## src/rtl/eit_pkg.sv

```systemverilog
`timescale 1ns/1ps
package eit_pkg;
  typedef enum logic {REG_STATUS = 1'b0, REG_CAPTURE = 1'b1} reg_sel_e;
  localparam int unsigned BIT_DONE = 0;
  localparam int unsigned BIT_OVF  = 1;
  localparam int unsigned BIT_RUN  = 2;
  localparam int unsigned STAT_W   = 3;
endpackage

```

## src/rtl/eit_sync.sv

```systemverilog
`timescale 1ns/1ps
module eit_sync #(
  parameter int unsigned STAGES = 2
) (
  input  logic clk,
  input  logic rst_n,
  input  logic d_async,
  output logic q_sync
);
  logic [STAGES-1:0] ff;

  generate
    if (STAGES == 1) begin : g_one
      always_ff @(posedge clk or negedge rst_n)
        if (!rst_n) ff <= '0;
        else        ff <= d_async;
    end else begin : g_chain
      always_ff @(posedge clk or negedge rst_n)
        if (!rst_n) ff <= '0;
        else        ff <= {ff[STAGES-2:0], d_async};
    end
  endgenerate

  assign q_sync = ff[STAGES-1];
endmodule

```

## src/rtl/eit_rise.sv

```systemverilog
`timescale 1ns/1ps
module eit_rise (
  input  logic clk,
  input  logic rst_n,
  input  logic lvl,
  output logic rise
);
  logic lvl_d;

  always_ff @(posedge clk or negedge rst_n)
    if (!rst_n) lvl_d <= 1'b0;
    else        lvl_d <= lvl;

  assign rise = lvl & ~lvl_d;

  // a detected edge lasts exactly one cycle
  single_pulse_chk: assert property (@(posedge clk) disable iff (!rst_n)
    rise |=> !rise);
endmodule

```

## src/rtl/eit_counter.sv

```systemverilog
`timescale 1ns/1ps
module eit_counter #(
  parameter int unsigned W = 16
) (
  input  logic         clk,
  input  logic         rst_n,
  input  logic         clear,
  input  logic         run_en,
  output logic [W-1:0] cnt_next,
  output logic         sat_hit
);
  localparam logic [W-1:0] CNT_MAX = '1;

  logic [W-1:0] cnt;

  function automatic logic [W-1:0] sat_inc(input logic [W-1:0] v);
    return (v == CNT_MAX) ? CNT_MAX : v + 1'b1;
  endfunction

  always_comb begin
    if (clear)       cnt_next = '0;
    else if (run_en) cnt_next = sat_inc(cnt);
    else             cnt_next = cnt;
  end

  assign sat_hit = run_en & ~clear & (cnt == CNT_MAX);

  always_ff @(posedge clk or negedge rst_n)
    if (!rst_n) cnt <= '0;
    else        cnt <= cnt_next;

  // count holds at all ones while running
  sat_hold_chk: assert property (@(posedge clk) disable iff (!rst_n)
    (cnt == CNT_MAX && run_en && !clear) |=> (cnt == CNT_MAX));
  // a start clears the count
  clear_zero_chk: assert property (@(posedge clk) disable iff (!rst_n)
    clear |=> (cnt == '0));
  // an idle counter does not move
  idle_hold_chk: assert property (@(posedge clk) disable iff (!rst_n)
    (!run_en && !clear) |=> $stable(cnt));
endmodule

```

## src/rtl/eit_regs.sv

```systemverilog
`timescale 1ns/1ps
module eit_regs
  import eit_pkg::*;
#(
  parameter int unsigned W = 16
) (
  input  logic         clk,
  input  logic         rst_n,
  input  logic         cap_evt,
  input  logic [W-1:0] cap_val,
  input  logic         sat_hit,
  input  logic         running,
  input  logic         rd_en,
  input  logic         rd_addr,
  output logic [W-1:0] rd_data,
  output logic         rd_valid
);
  logic [W-1:0] cap_q;
  logic         done_q, ovf_q;
  logic         stat_rd;
  logic [W-1:0] stat_word;

  assign stat_rd = rd_en & (rd_addr == REG_STATUS);

  always_comb begin
    stat_word = '0;
    stat_word[BIT_DONE] = done_q;
    stat_word[BIT_OVF]  = ovf_q;
    stat_word[BIT_RUN]  = running;
  end

  always_ff @(posedge clk or negedge rst_n) begin
    if (!rst_n) begin
      cap_q    <= '0;
      done_q   <= 1'b0;
      ovf_q    <= 1'b0;
      rd_data  <= '0;
      rd_valid <= 1'b0;
    end else begin
      if (cap_evt) cap_q <= cap_val;
      if (cap_evt)      done_q <= 1'b1;
      else if (stat_rd) done_q <= 1'b0;
      if (sat_hit)      ovf_q <= 1'b1;
      else if (stat_rd) ovf_q <= 1'b0;
      rd_valid <= rd_en;
      if (rd_en) rd_data <= (rd_addr == REG_CAPTURE) ? cap_q : stat_word;
    end
  end

  // capture register moves only on a capture
  cap_stable_chk: assert property (@(posedge clk) disable iff (!rst_n)
    !cap_evt |=> $stable(cap_q));
  // capture raises done
  done_set_chk: assert property (@(posedge clk) disable iff (!rst_n)
    cap_evt |=> done_q);
  // a status read with no capture clears done
  rd_clear_chk: assert property (@(posedge clk) disable iff (!rst_n)
    (stat_rd && !cap_evt) |=> !done_q);
  // one-cycle read latency
  rd_valid_chk: assert property (@(posedge clk) disable iff (!rst_n)
    rd_en |=> rd_valid);
endmodule

```

## src/rtl/edge_interval_timer.sv

```systemverilog
`timescale 1ns/1ps
module edge_interval_timer #(
  parameter int unsigned CNT_W       = 16,
  parameter int unsigned SYNC_STAGES = 2
) (
  input  logic             clk,
  input  logic             rst_n,
  input  logic             start_in,
  input  logic             stop_in,
  input  logic             rd_en,
  input  logic             rd_addr,
  output logic [CNT_W-1:0] rd_data,
  output logic             rd_valid
);
  logic start_s, stop_s;
  logic start_rise, stop_rise;
  logic running;
  logic cap_evt;
  logic sat_hit;
  logic [CNT_W-1:0] cnt_next;

  eit_sync #(.STAGES(SYNC_STAGES)) u_sync_start (
    .clk(clk), .rst_n(rst_n), .d_async(start_in), .q_sync(start_s));
  eit_sync #(.STAGES(SYNC_STAGES)) u_sync_stop (
    .clk(clk), .rst_n(rst_n), .d_async(stop_in), .q_sync(stop_s));

  eit_rise u_rise_start (.clk(clk), .rst_n(rst_n), .lvl(start_s), .rise(start_rise));
  eit_rise u_rise_stop  (.clk(clk), .rst_n(rst_n), .lvl(stop_s),  .rise(stop_rise));

  // start wins over a coincident stop
  assign cap_evt = stop_rise & running & ~start_rise;

  always_ff @(posedge clk or negedge rst_n)
    if (!rst_n)          running <= 1'b0;
    else if (start_rise) running <= 1'b1;
    else if (cap_evt)    running <= 1'b0;

  eit_counter #(.W(CNT_W)) u_counter (
    .clk(clk), .rst_n(rst_n), .clear(start_rise), .run_en(running),
    .cnt_next(cnt_next), .sat_hit(sat_hit));

  eit_regs #(.W(CNT_W)) u_regs (
    .clk(clk), .rst_n(rst_n), .cap_evt(cap_evt), .cap_val(cnt_next),
    .sat_hit(sat_hit), .running(running), .rd_en(rd_en), .rd_addr(rd_addr),
    .rd_data(rd_data), .rd_valid(rd_valid));

  // a stop edge while idle never captures
  idle_stop_chk: assert property (@(posedge clk) disable iff (!rst_n)
    (stop_rise && !running) |-> !cap_evt);
  // a capture ends the run
  cap_stops_chk: assert property (@(posedge clk) disable iff (!rst_n)
    cap_evt |=> !running);
  // a start arms the timer
  start_arms_chk: assert property (@(posedge clk) disable iff (!rst_n)
    start_rise |=> running);
endmodule

```

## config.mk

```make
export PLATFORM = sky130hd
export DESIGN_NAME = edge_interval_timer
export DESIGN_NICKNAME = d
export VERILOG_FILES = /design/src/rtl/eit_pkg.sv /design/src/rtl/eit_sync.sv /design/src/rtl/eit_rise.sv /design/src/rtl/eit_counter.sv /design/src/rtl/eit_regs.sv /design/src/rtl/edge_interval_timer.sv
export SDC_FILE = /design/constraint.sdc
export NUM_CORES = 1
export LEC_CHECK = 0
export BUFFER_PORTS_ARGS = -buffer_cell sky130_fd_sc_hd__buf_2
export CAP_MARGIN = 15
export CORE_MARGIN = 1
export CORE_UTILIZATION = 52
export CTS_BUF_LIST = sky130_fd_sc_hd__clkbuf_16
export CTS_CLUSTER_DIAMETER = 30
export DETAILED_ROUTE_END_ITERATION = 8
export GPL_ROUTABILITY_DRIVEN = 0
export HOLD_SLACK_MARGIN = 0.03
export PLACE_DENSITY = 0.75
export SYNTH_ARGS = -nofsm -noshare
export SYNTH_HDL_FRONTEND = slang
export SYNTH_HIERARCHICAL = 1
export SYNTH_SLANG_ARGS = --single-unit
```

## constraint.sdc

```tcl
create_clock -name clk -period 1.6 [get_ports clk]
set_input_delay 0.24 -clock clk [delete_from_list [all_inputs] [get_ports clk]]
set_output_delay 0.24 -clock clk [all_outputs]
set_load 0.01 [all_outputs]
```

==> impl_metrics.yaml, run 1 <==
global_routing:
  globalRouteOverflowTotal: 0
  grt_pass1_vias: 1847
  grt_max_degree: 33
  antenna_found_initial: 0
  grt_use_total: 0.237
  grt_pass1_wl_mm: 8.89
min_path:
  holdPathStages: 2
  hp-class: "in2reg"
  holdPathEnd: "u_regs/rd_data[2]"
  worstHoldStart: "rd_en"
worst_setup_path:
  reg2reg_from: "u_counter/cnt[4]"
  cpPeakStageDelay_ns: 0.40
  crit_fanout: 6
  cp_slowest_cell: "dfrtp_1"
  rrSetupSlack_ns: -0.21
  worstPathCellList: "nand4_1 > buf_4 > nor2_4 > and4b_1 > a211oi_2 > mux2_4"
  worst_setup_path_start_kind: "flop"
  r2r_cells: 6
  cp.arrival_ns: 2.08
  timing.rr.end: "u_regs/cap_q[15]"
  critical_path_class: "reg2reg"
  setup.worst_path.end_class: "flop"
  worstPathRequired_ns: 1.87
sta:
  setup_violations: 22
  slew_violations: 0
  holdWs_ns: 0.179
  tns_ns: -1.73
  max_slew_margin: 0.761
  timing.fmax_mhz: 551
  worstMarginPinSlew_ns: 0.358
  layout_setup_ws_ns: -0.214
  finalCriticalPeriod_ns: 1.81
  fin_skew_ns: 0.00357
  rsz0062_at_grt: "true"
  finalHoldViolCount: 0
  layout_worst_path_cycle_share: 1.13
cts:
  cts_tree: "yes"
  cts-htree-levels: 3
  clockBufferDepth: 2
  clk_latency_ns: 0.33
  cts_buffers: 9
  cts-root-buf: "clkbuf_16"
  clkSinkCount: 58
  clk_pin_slew_ns: 0.05
floorplan:
  die-area_mm2: 0.00513
  coreArea_mm2: 0.00450
  pin_count: 23
  die_h_um: 71.6
  die_x_um: 71.6
  placementRows: 24
  start_util: 0.559
routing:
  drc: 0
  drt-initial-drc-count: 104
  routed_wl_mm: 5.85
  wl_per_cell_um: 17.2
  antenna_left: 0
  dr_total_vias: 1867
  via_per_inst: 5.49
  drt_pass1_iterations: 4
yosys:
  synthFlopType: "dfrtp_1"
  synthesis.nets: 218
  ys_ff_latch: 58
  synthXorXnorAreaFrac: 0.0313
  postSynthAreaPerCell_um2: 11.9
  synth_compound_area_frac: 0.0889
  synth-warning-count: 6
  yosysSeqAreaShare: 0.576
  synth_edf_count: 0
  syn_area_mm2: 0.00252
  synth_cell_types: 44
  synthArstFlopShare: 1.00
  yosys.area_share.simple: 0.143
  synth_top_family_by_area: "simple AND/OR/NAND/NOR gates"
  synth_adder_area_share: 0.00497
  synthMuxAreaShare: 0.0968
  synth_cells: 211
cells_and_area:
  final_nets: 290
  final_core_utilization: 0.778
  drive_above_1_share: 0.455
  seq_area_mm2: 0.00145
  final_cell_mix: "57 x dfrtp_1, 44 x buf_4, 22 x buf_2"
  n_fill_cell: 258
  area_growth_pct: 39.1
  multiInputGateArea_mm2: 0.00109
  stdcell_area_mm2: 0.00351
  layout_commonest_cell: "dfrtp_1"
  antenna_cells: 0
pwr:
  ir_drop_mv: 0.890
  p_switching_mw: 0.940
  pwr-share-comb: 0.099
  switching_share: 0.232
  pwr-share-clk: 0.492
  power_frac_seq: 0.409
  internal_power_mw: 3.12
  p_total_mw: 4.06
  power_density_mw_per_mm2: 1160
  p_leak_nw: 1.69
placement:
  dpl-instance-area_mm2: 0.00288
  io_buffers: 22
  hpwlAfterDp_mm: 3.25
job:
  max_cap_violations: 0
outcome:
  violations: "setup timing"
  outcome: "complete, but fails checks"
## power by group through the flow
| stage | registers, mW | clock network (mW) | logic [mW] |
|---|---|---|---|
| after floorplan | 1.66 | 0 | 0.193 |
| after global placement | 1.66 | 0 | 0.310 |
| after detailed placement | 1.67 | 0 | 0.321 |
| after CTS | 1.65 | 2.01 | 0.339 |
| after global routing | 1.67 | 2.07 | 0.444 |
| final | 1.66 | 2.00 | 0.401 |
## worst max-delay path by stage
stage                           start  slack, ns               end
floorplan           u_counter/cnt[11]     -0.005  u_regs/cap_q[10]
global placement     u_counter/cnt[7]      -0.09   u_regs/cap_q[3]
detailed placement   u_counter/cnt[7]      -0.12   u_regs/cap_q[3]
CTS                  u_counter/cnt[7]      -0.03  u_regs/cap_q[15]
global route         u_counter/cnt[4]      -0.32  u_regs/cap_q[15]
finish               u_counter/cnt[4]      -0.21  u_regs/cap_q[15]
## kinds of logic after synthesis
kind of cell / Yosys count
compound gates: 39
mux: 19
xor+xnor: 9
buf+inv: 27
flops: 58
fa+ha+maj: 1
simple gates: 58
## flip-flops by register name, indices dropped and copies added, names as in the netlist
| register | count |
|---|---|
| u_rise_stop/lvl_d | 1 |
| u_regs/ovf_q | 1 |
| u_regs/cap_q | 16 |
| running | 1 |
| u_regs/rd_valid | 1 |
| u_regs/done_q | 1 |
| u_regs/rd_data | 16 |
| u_rise_start/lvl_d | 1 |
| u_sync_start/ff | 2 |
| u_counter/cnt | 16 |
| u_sync_stop/ff | 2 |
## metrics by stage
stage	setup WS, ns	cells
2_1_floorplan	-0.00540	211
6_report	-0.214	340
4_1_cts	-0.0344	323
3_5_place_dp	-0.120	300
3_3_place_gp	-0.0910	300
5_1_grt	-0.320	340
## final cells by class
class / count / area share
inverter: 15 / 0.0161
tap: 52 / 0.0186
clock inverter: 7 / 0.0243
multi-input combinational: 127 / 0.311
sequential: 58 / 0.414
clock buffer: 9 / 0.0642
timing repair buffer: 72 / 0.151
## synthesized netlist by cell type, types with 2 or more instances
cell type | instances | area, um^2
xor2_1 | 6 | 52.6
mux2_2 | 7 | 78.8
buf_2 | 5 | 25.0
nor2_1 | 7 | 26.3
dfrtp_1 | 58 | 1450
o21ai_0 | 21 | 105
nand2_1 | 7 | 26.3
and3_1 | 4 | 25.0
a21oi_1 | 6 | 30.0
xnor2_1 | 3 | 26.3
and4b_1 | 2 | 20.0
nor2b_4 | 2 | 27.5
a31oi_1 | 3 | 18.8
a211oi_1 | 2 | 15.0
buf_6 | 2 | 22.5
nand4_1 | 4 | 25.0
mux2i_1 | 3 | 30.0
nand3_1 | 16 | 80.1
and2_1 | 3 | 18.8
a21o_1 | 2 | 15.0
mux2_4 | 9 | 135
buf_4 | 2 | 15.0
nor3_1 | 2 | 10.0
inv_1 | 15 | 56.3
## worst max-delay path, delay by kind of cell (launching register included)
family,cells,cell delay (ns)
AO/OA/AOI/OAI,1,0.31
AND/OR/NAND/NOR,3,0.61
multiplexers,1,0.20
flip-flops,1,0.40
buffers and inverters,1,0.23
## what timing repair did
item | CTS | global route
pin swaps | 5 | 10
hold buffers | 3 | 0
endpoints found under the hold margin | 9 | 0
resized for setup | 10 | 19
setup buffers | 3 | 17
cloned | 1 | 0
setup endpoints to repair | 16 | 19
## layer usage
metal  vias up  part of all wire  global-route usage
li1        890                 -                   -
met1       903              0.43               0.310
met2        57              0.50               0.367
met3        17             0.038              0.0506
met4         0             0.024               0.137
met5         -                 0                   0
No activity file was read; power rests on OpenSTA's default activity.
==> run 2, diff against run 1 <==
--- a/config.mk
+++ b/config.mk
@@ -14,7 +14,7 @@
 export DETAILED_ROUTE_END_ITERATION = 8
 export GPL_ROUTABILITY_DRIVEN = 0
 export HOLD_SLACK_MARGIN = 0.03
-export PLACE_DENSITY = 0.75
+export PLACE_DENSITY = 0.72
 export SYNTH_ARGS = -nofsm -noshare
 export SYNTH_HDL_FRONTEND = slang
 export SYNTH_HIERARCHICAL = 1
==> impl_metrics.yaml, run 2 (synthesis results as in run 1) <==
floorplan:
  start_util: 0.559
  die_x_um: 71.6
  placementRows: 24
  die_h_um: 71.6
  coreArea_mm2: 0.00450
  die-area_mm2: 0.00513
  pin_count: 23
sta:
  layout_setup_ws_ns: -0.0410
  layout_worst_path_cycle_share: 1.03
  setup_violations: 6
  tns_ns: -0.101
  max_slew_margin: 0.727
  finalHoldViolCount: 0
  finalCriticalPeriod_ns: 1.64
  worstMarginPinSlew_ns: 0.409
  timing.fmax_mhz: 609
  fin_skew_ns: 0.00772
  rsz0062_at_grt: "true"
  slew_violations: 0
global_routing:
  grt_max_degree: 44
  antenna_found_initial: 0
  grt_pass1_vias: 1888
  grt_pass1_wl_mm: 9.21
  grt_use_total: 0.242
  globalRouteOverflowTotal: 0
worst_setup_path:
  cp_slowest_cell: "dfrtp_1"
  crit_fanout: 4
  worstPathRequired_ns: 1.80
  cpPeakStageDelay_ns: 0.42
  worstPathCellList: "and4_2 > buf_4 > nand3_1 > xor2_2 > o21ai_4 > mux2_4"
  crit_start: "u_counter/cnt[0]"
  crit_path_end: "u_regs/cap_q[7]"
  setup.worst_path.end_class: "flop"
  timing.rr.end: "u_regs/cap_q[7]"
  rrSetupSlack_ns: -0.04
  worst_setup_path_start_kind: "flop"
  critical_path_class: "reg2reg"
  reg2reg_from: "u_counter/cnt[0]"
  cp.arrival_ns: 1.84
  r2r_cells: 6
cells_and_area:
  top_regs: "u_counter/cnt x16, u_regs/cap_q x16, u_regs/rd_data x16"
  layout_commonest_cell: "dfrtp_1"
  fin_cells: 330
  drive_above_1_share: 0.435
  area_growth_pct: 35.6
  stdcell_area_mm2: 0.00342
  antenna_cells: 0
  final_nets: 280
  final_cell_mix: "57 x dfrtp_1, 34 x buf_4, 22 x buf_2"
placement:
  dpl-instance-area_mm2: 0.00286
  hpwlAfterDp_mm: 3.28
  io_buffers: 22
  place_inst: 300
  preCtsSetupSlack_ns: -0.0726
min_path:
  worstHoldStart: "rd_en"
  hp-class: "in2reg"
cts:
  cts_buffers: 9
  clkSinkCount: 58
  clk_pin_slew_ns: 0.05
  cts_tree: "yes"
  clockBufferDepth: 2
  clk_latency_ns: 0.32
  cts-root-buf: "clkbuf_16"
  cts-htree-levels: 3
routing:
  drt-initial-drc-count: 134
  drt_pass1_iterations: 4
  drc: 0
  dr_total_vias: 1849
  via_per_inst: 5.60
  antenna_left: 0
  routed_wl_mm: 5.77
  wl_per_cell_um: 17.5
job:
  max_cap_violations: 0
outcome:
  outcome: "complete, but fails checks"
  violations: "setup timing"
pwr:
  power_density_mw_per_mm2: 1180
  p_total_mw: 4.03
  ir_drop_mv: 0.912
  p_leak_nw: 1.64
[run 2: cell count changes in the layout (fill, tap and decap cells not counted), sizes merged]
cell      delta
clkinv       -1
buf         -10
clkinvlp     +1
[run 2: cell type report]
| type | instances | area, um^2 |
|---|---|---|
| well taps | 52 | 65.1 |
| clock buffers | 9 | 225 |
| fillers | 271 | 1090 |
| repair buffers | 62 | 447 |
| flip-flops and latches | 58 | 1450 |
| clock inverters | 7 | 85.1 |
| inverters | 15 | 56.3 |
| multi-input cells | 127 | 1080 |
[run 2: worst max-delay path, delay by kind of cell (launching register included)]
| family | cells | cell delay (ns) |
|---|---|---|
| flops | 1 | 0.42 |
| mux | 1 | 0.27 |
| xor+xnor | 1 | 0.20 |
| compound gates | 1 | 0.07 |
| simple gates | 2 | 0.41 |
| buf+inv | 1 | 0.16 |
[run 2: stage by stage]
step                 util  hold WS, ns
floorplan               -      -0.0556
global placement    0.636        0.186
detailed placement  0.636        0.194
CTS                 0.731        0.105
global route        0.758        0.105
finish              0.758        0.107
[run 2: metal layers]
layer  track usage  part of all wire
met2         0.396              0.52
met4         0.102             0.016
met1         0.309              0.43
met3        0.0591             0.035
met5             0                 0
[run 2: how the worst min path moves through the flow]
stage | end | slack (ns) | depth (start not counted)
4_1_cts | u_regs/rd_valid | 0.10 | 1
5_1_grt | u_regs/rd_valid | 0.10 | 1
3_5_place_dp | u_rise_stop/lvl_d | 0.19 | 1
3_3_place_gp | u_rise_stop/lvl_d | 0.19 | 1
6_report | u_regs/rd_valid | 0.11 | 1
2_1_floorplan | running | -0.06 | 0
[run 2: power by group]
group          internal, mW  total, mW  switching, mW
clock network          1.34       1.98          0.635
logic                 0.205      0.407          0.202
registers              1.57       1.65         0.0748
total                  3.12       4.03          0.911
[run 2: timing repair]
item,4_1_cts,5_1_grt
gates resized for setup,14,13
setup endpoints to repair,11,17
pin swaps,4,11
gates cloned,1,0
hold endpoints to repair,17,0
buffers inserted,3,7
hold buffers,3,0
==> run 3, diff against run 2 <==
--- a/config.mk
+++ b/config.mk
@@ -15,6 +15,7 @@
 export GPL_ROUTABILITY_DRIVEN = 0
 export HOLD_SLACK_MARGIN = 0.03
 export PLACE_DENSITY = 0.72
+export RECOVER_POWER = 100
 export SYNTH_ARGS = -nofsm -noshare
 export SYNTH_HDL_FRONTEND = slang
 export SYNTH_HIERARCHICAL = 1
==> impl_metrics.yaml, run 3 (synthesis results as in run 1) <==
sta:
  tns_ns: -0.122
  finalCriticalPeriod_ns: 1.64
  timing.fmax_mhz: 610
  worstMarginPinSlew_ns: 0.988
  layout_setup_ws_ns: -0.0397
  slew_violations: 0
  finalHoldViolCount: 0
  fin_skew_ns: 0.00776
  rsz0062_at_grt: "true"
  max_slew_margin: 0.342
  layout_worst_path_cycle_share: 1.02
  setup_violations: 6
cts:
  cts-root-buf: "clkbuf_16"
  clockBufferDepth: 2
  clk_pin_slew_ns: 0.05
  clk_latency_ns: 0.32
  cts-htree-levels: 3
  clkSinkCount: 58
  cts_tree: "yes"
  cts_buffers: 9
pwr:
  ir_drop_mv: 0.915
  power_density_mw_per_mm2: 1190
  p_total_mw: 4.03
  p_leak_nw: 1.56
cells_and_area:
  area_growth_pct: 34.5
  stdcell_area_mm2: 0.00339
  multiInputGateArea_mm2: 0.00108
  layout_commonest_cell: "dfrtp_1"
  drive_above_1_share: 0.367
  fin_cells: 330
  n_fill_cell: 286
  top_regs: "u_counter/cnt x16, u_regs/cap_q x16, u_regs/rd_data x16"
  final_nets: 280
  final_cell_mix: "57 x dfrtp_1, 33 x buf_4, 19 x clkbuf_1"
  seq_area_mm2: 0.00145
  antenna_cells: 0
routing:
  wl_per_cell_um: 17.6
  routed_wl_mm: 5.82
  dr_total_vias: 1836
  drt_pass1_iterations: 4
  via_per_inst: 5.56
  antenna_left: 0
  drt-initial-drc-count: 151
  drc: 0
worst_setup_path:
  cp_slowest_cell: "dfrtp_1"
  setup.worst_path.end_class: "flop"
  cpPeakStageDelay_ns: 0.41
  critical_path_class: "reg2reg"
  worstPathRequired_ns: 1.80
  worst_setup_path_start_kind: "flop"
  cp.arrival_ns: 1.84
  crit_fanout: 4
  worstPathCellList: "and4_2 > buf_4 > nand3_1 > xor2_2 > o21ai_4 > mux2_4"
floorplan:
  die_x_um: 71.6
  start_util: 0.559
  pin_count: 23
  placementRows: 24
  die_h_um: 71.6
  die-area_mm2: 0.00513
  coreArea_mm2: 0.00450
global_routing:
  antenna_found_initial: 0
  grt_use_total: 0.242
  grt_pass1_wl_mm: 9.21
  grt_pass1_vias: 1888
  grt_max_degree: 44
  globalRouteOverflowTotal: 0
placement:
  preCtsSetupSlack_ns: -0.0726
  dpl-instance-area_mm2: 0.00286
  io_buffers: 22
  place_inst: 300
  hpwlAfterDp_mm: 3.28
outcome:
  outcome: "complete, but fails checks"
  violations: "setup timing"
min_path:
  hp-class: "in2reg"
job:
  max_cap_violations: 0
## run 3: changes by cell type in the layout (fill, tap and decap cells not counted)
cell	delta
buf_2	-19
o21ai_1	-1
o21ai_0	+1
clkbuf_2	+1
buf_4	-1
clkbuf_1	+19
## run 3: what timing repair did
action                                  4_1_cts  5_1_grt
endpoints found under the setup margin       11       17
hold buffers                                  3        0
pin swaps                                     4       11
gates cloned                                  1        0
resized for setup                            14       13
buffers inserted                              3        7
endpoints found under the hold margin        17        0
## run 3: final cells by class
cell class / instances / share of cell area
inverter: 15 / 0.0166
clock buffer: 9 / 0.0664
multi-input combinational: 127 / 0.320
timing repair buffer: 62 / 0.124
tap: 52 / 0.0192
sequential: 58 / 0.429
clock inverter: 7 / 0.0251
## run 3: where the power goes
part / switching [mW] / internal [mW]
combinational: 0.202 / 0.199
clock: 0.639 / 1.34
sequential: 0.0754 / 1.57
## run 3: worst paths after layout
path,startpoint,endpoint,slack [ns],cells after the start
setup / recovery,u_counter/cnt[0],u_regs/cap_q[7],-0.04,6
hold / removal,rd_en,u_regs/rd_valid,0.14,1
setup reg to reg,u_counter/cnt[0],u_regs/cap_q[7],-0.04,6
hold reg to reg,u_sync_stop/ff[0],u_sync_stop/ff[1],0.34,0
max in group asynchronous,rst_n,u_counter/cnt[0],0.25,3
min in group asynchronous,rst_n,u_rise_stop/lvl_d,0.60,2
## run 3: worst max-delay path, delay by kind of cell, from the launching register on
kind	cells	cell delay, ns
AOI/OAI and AO/OA	1	0.07
DFF	1	0.41
buffers and inverters	1	0.16
muxes	1	0.26
xor gates and xnor gates	1	0.20
and+or+nand+nor	2	0.41
## run 3: layer usage
| metal | GRT usage | part of all wire | vias up |
|---|---|---|---|
| met5 | 0 | 0 | - |
| li1 | - | - | 866 |
| met1 | 0.309 | 0.44 | 920 |
| met2 | 0.396 | 0.51 | 41 |
| met4 | 0.102 | 0.016 | 0 |
| met3 | 0.0591 | 0.034 | 9 |
## run 3: through the flow
step	hold WS (ns)	utilization
6_report	0.141	0.753
5_1_grt	0.150	0.753
4_1_cts	0.105	0.731
2_1_floorplan	-0.0556	-
3_3_place_gp	0.186	0.636
3_5_place_dp	0.194	0.636
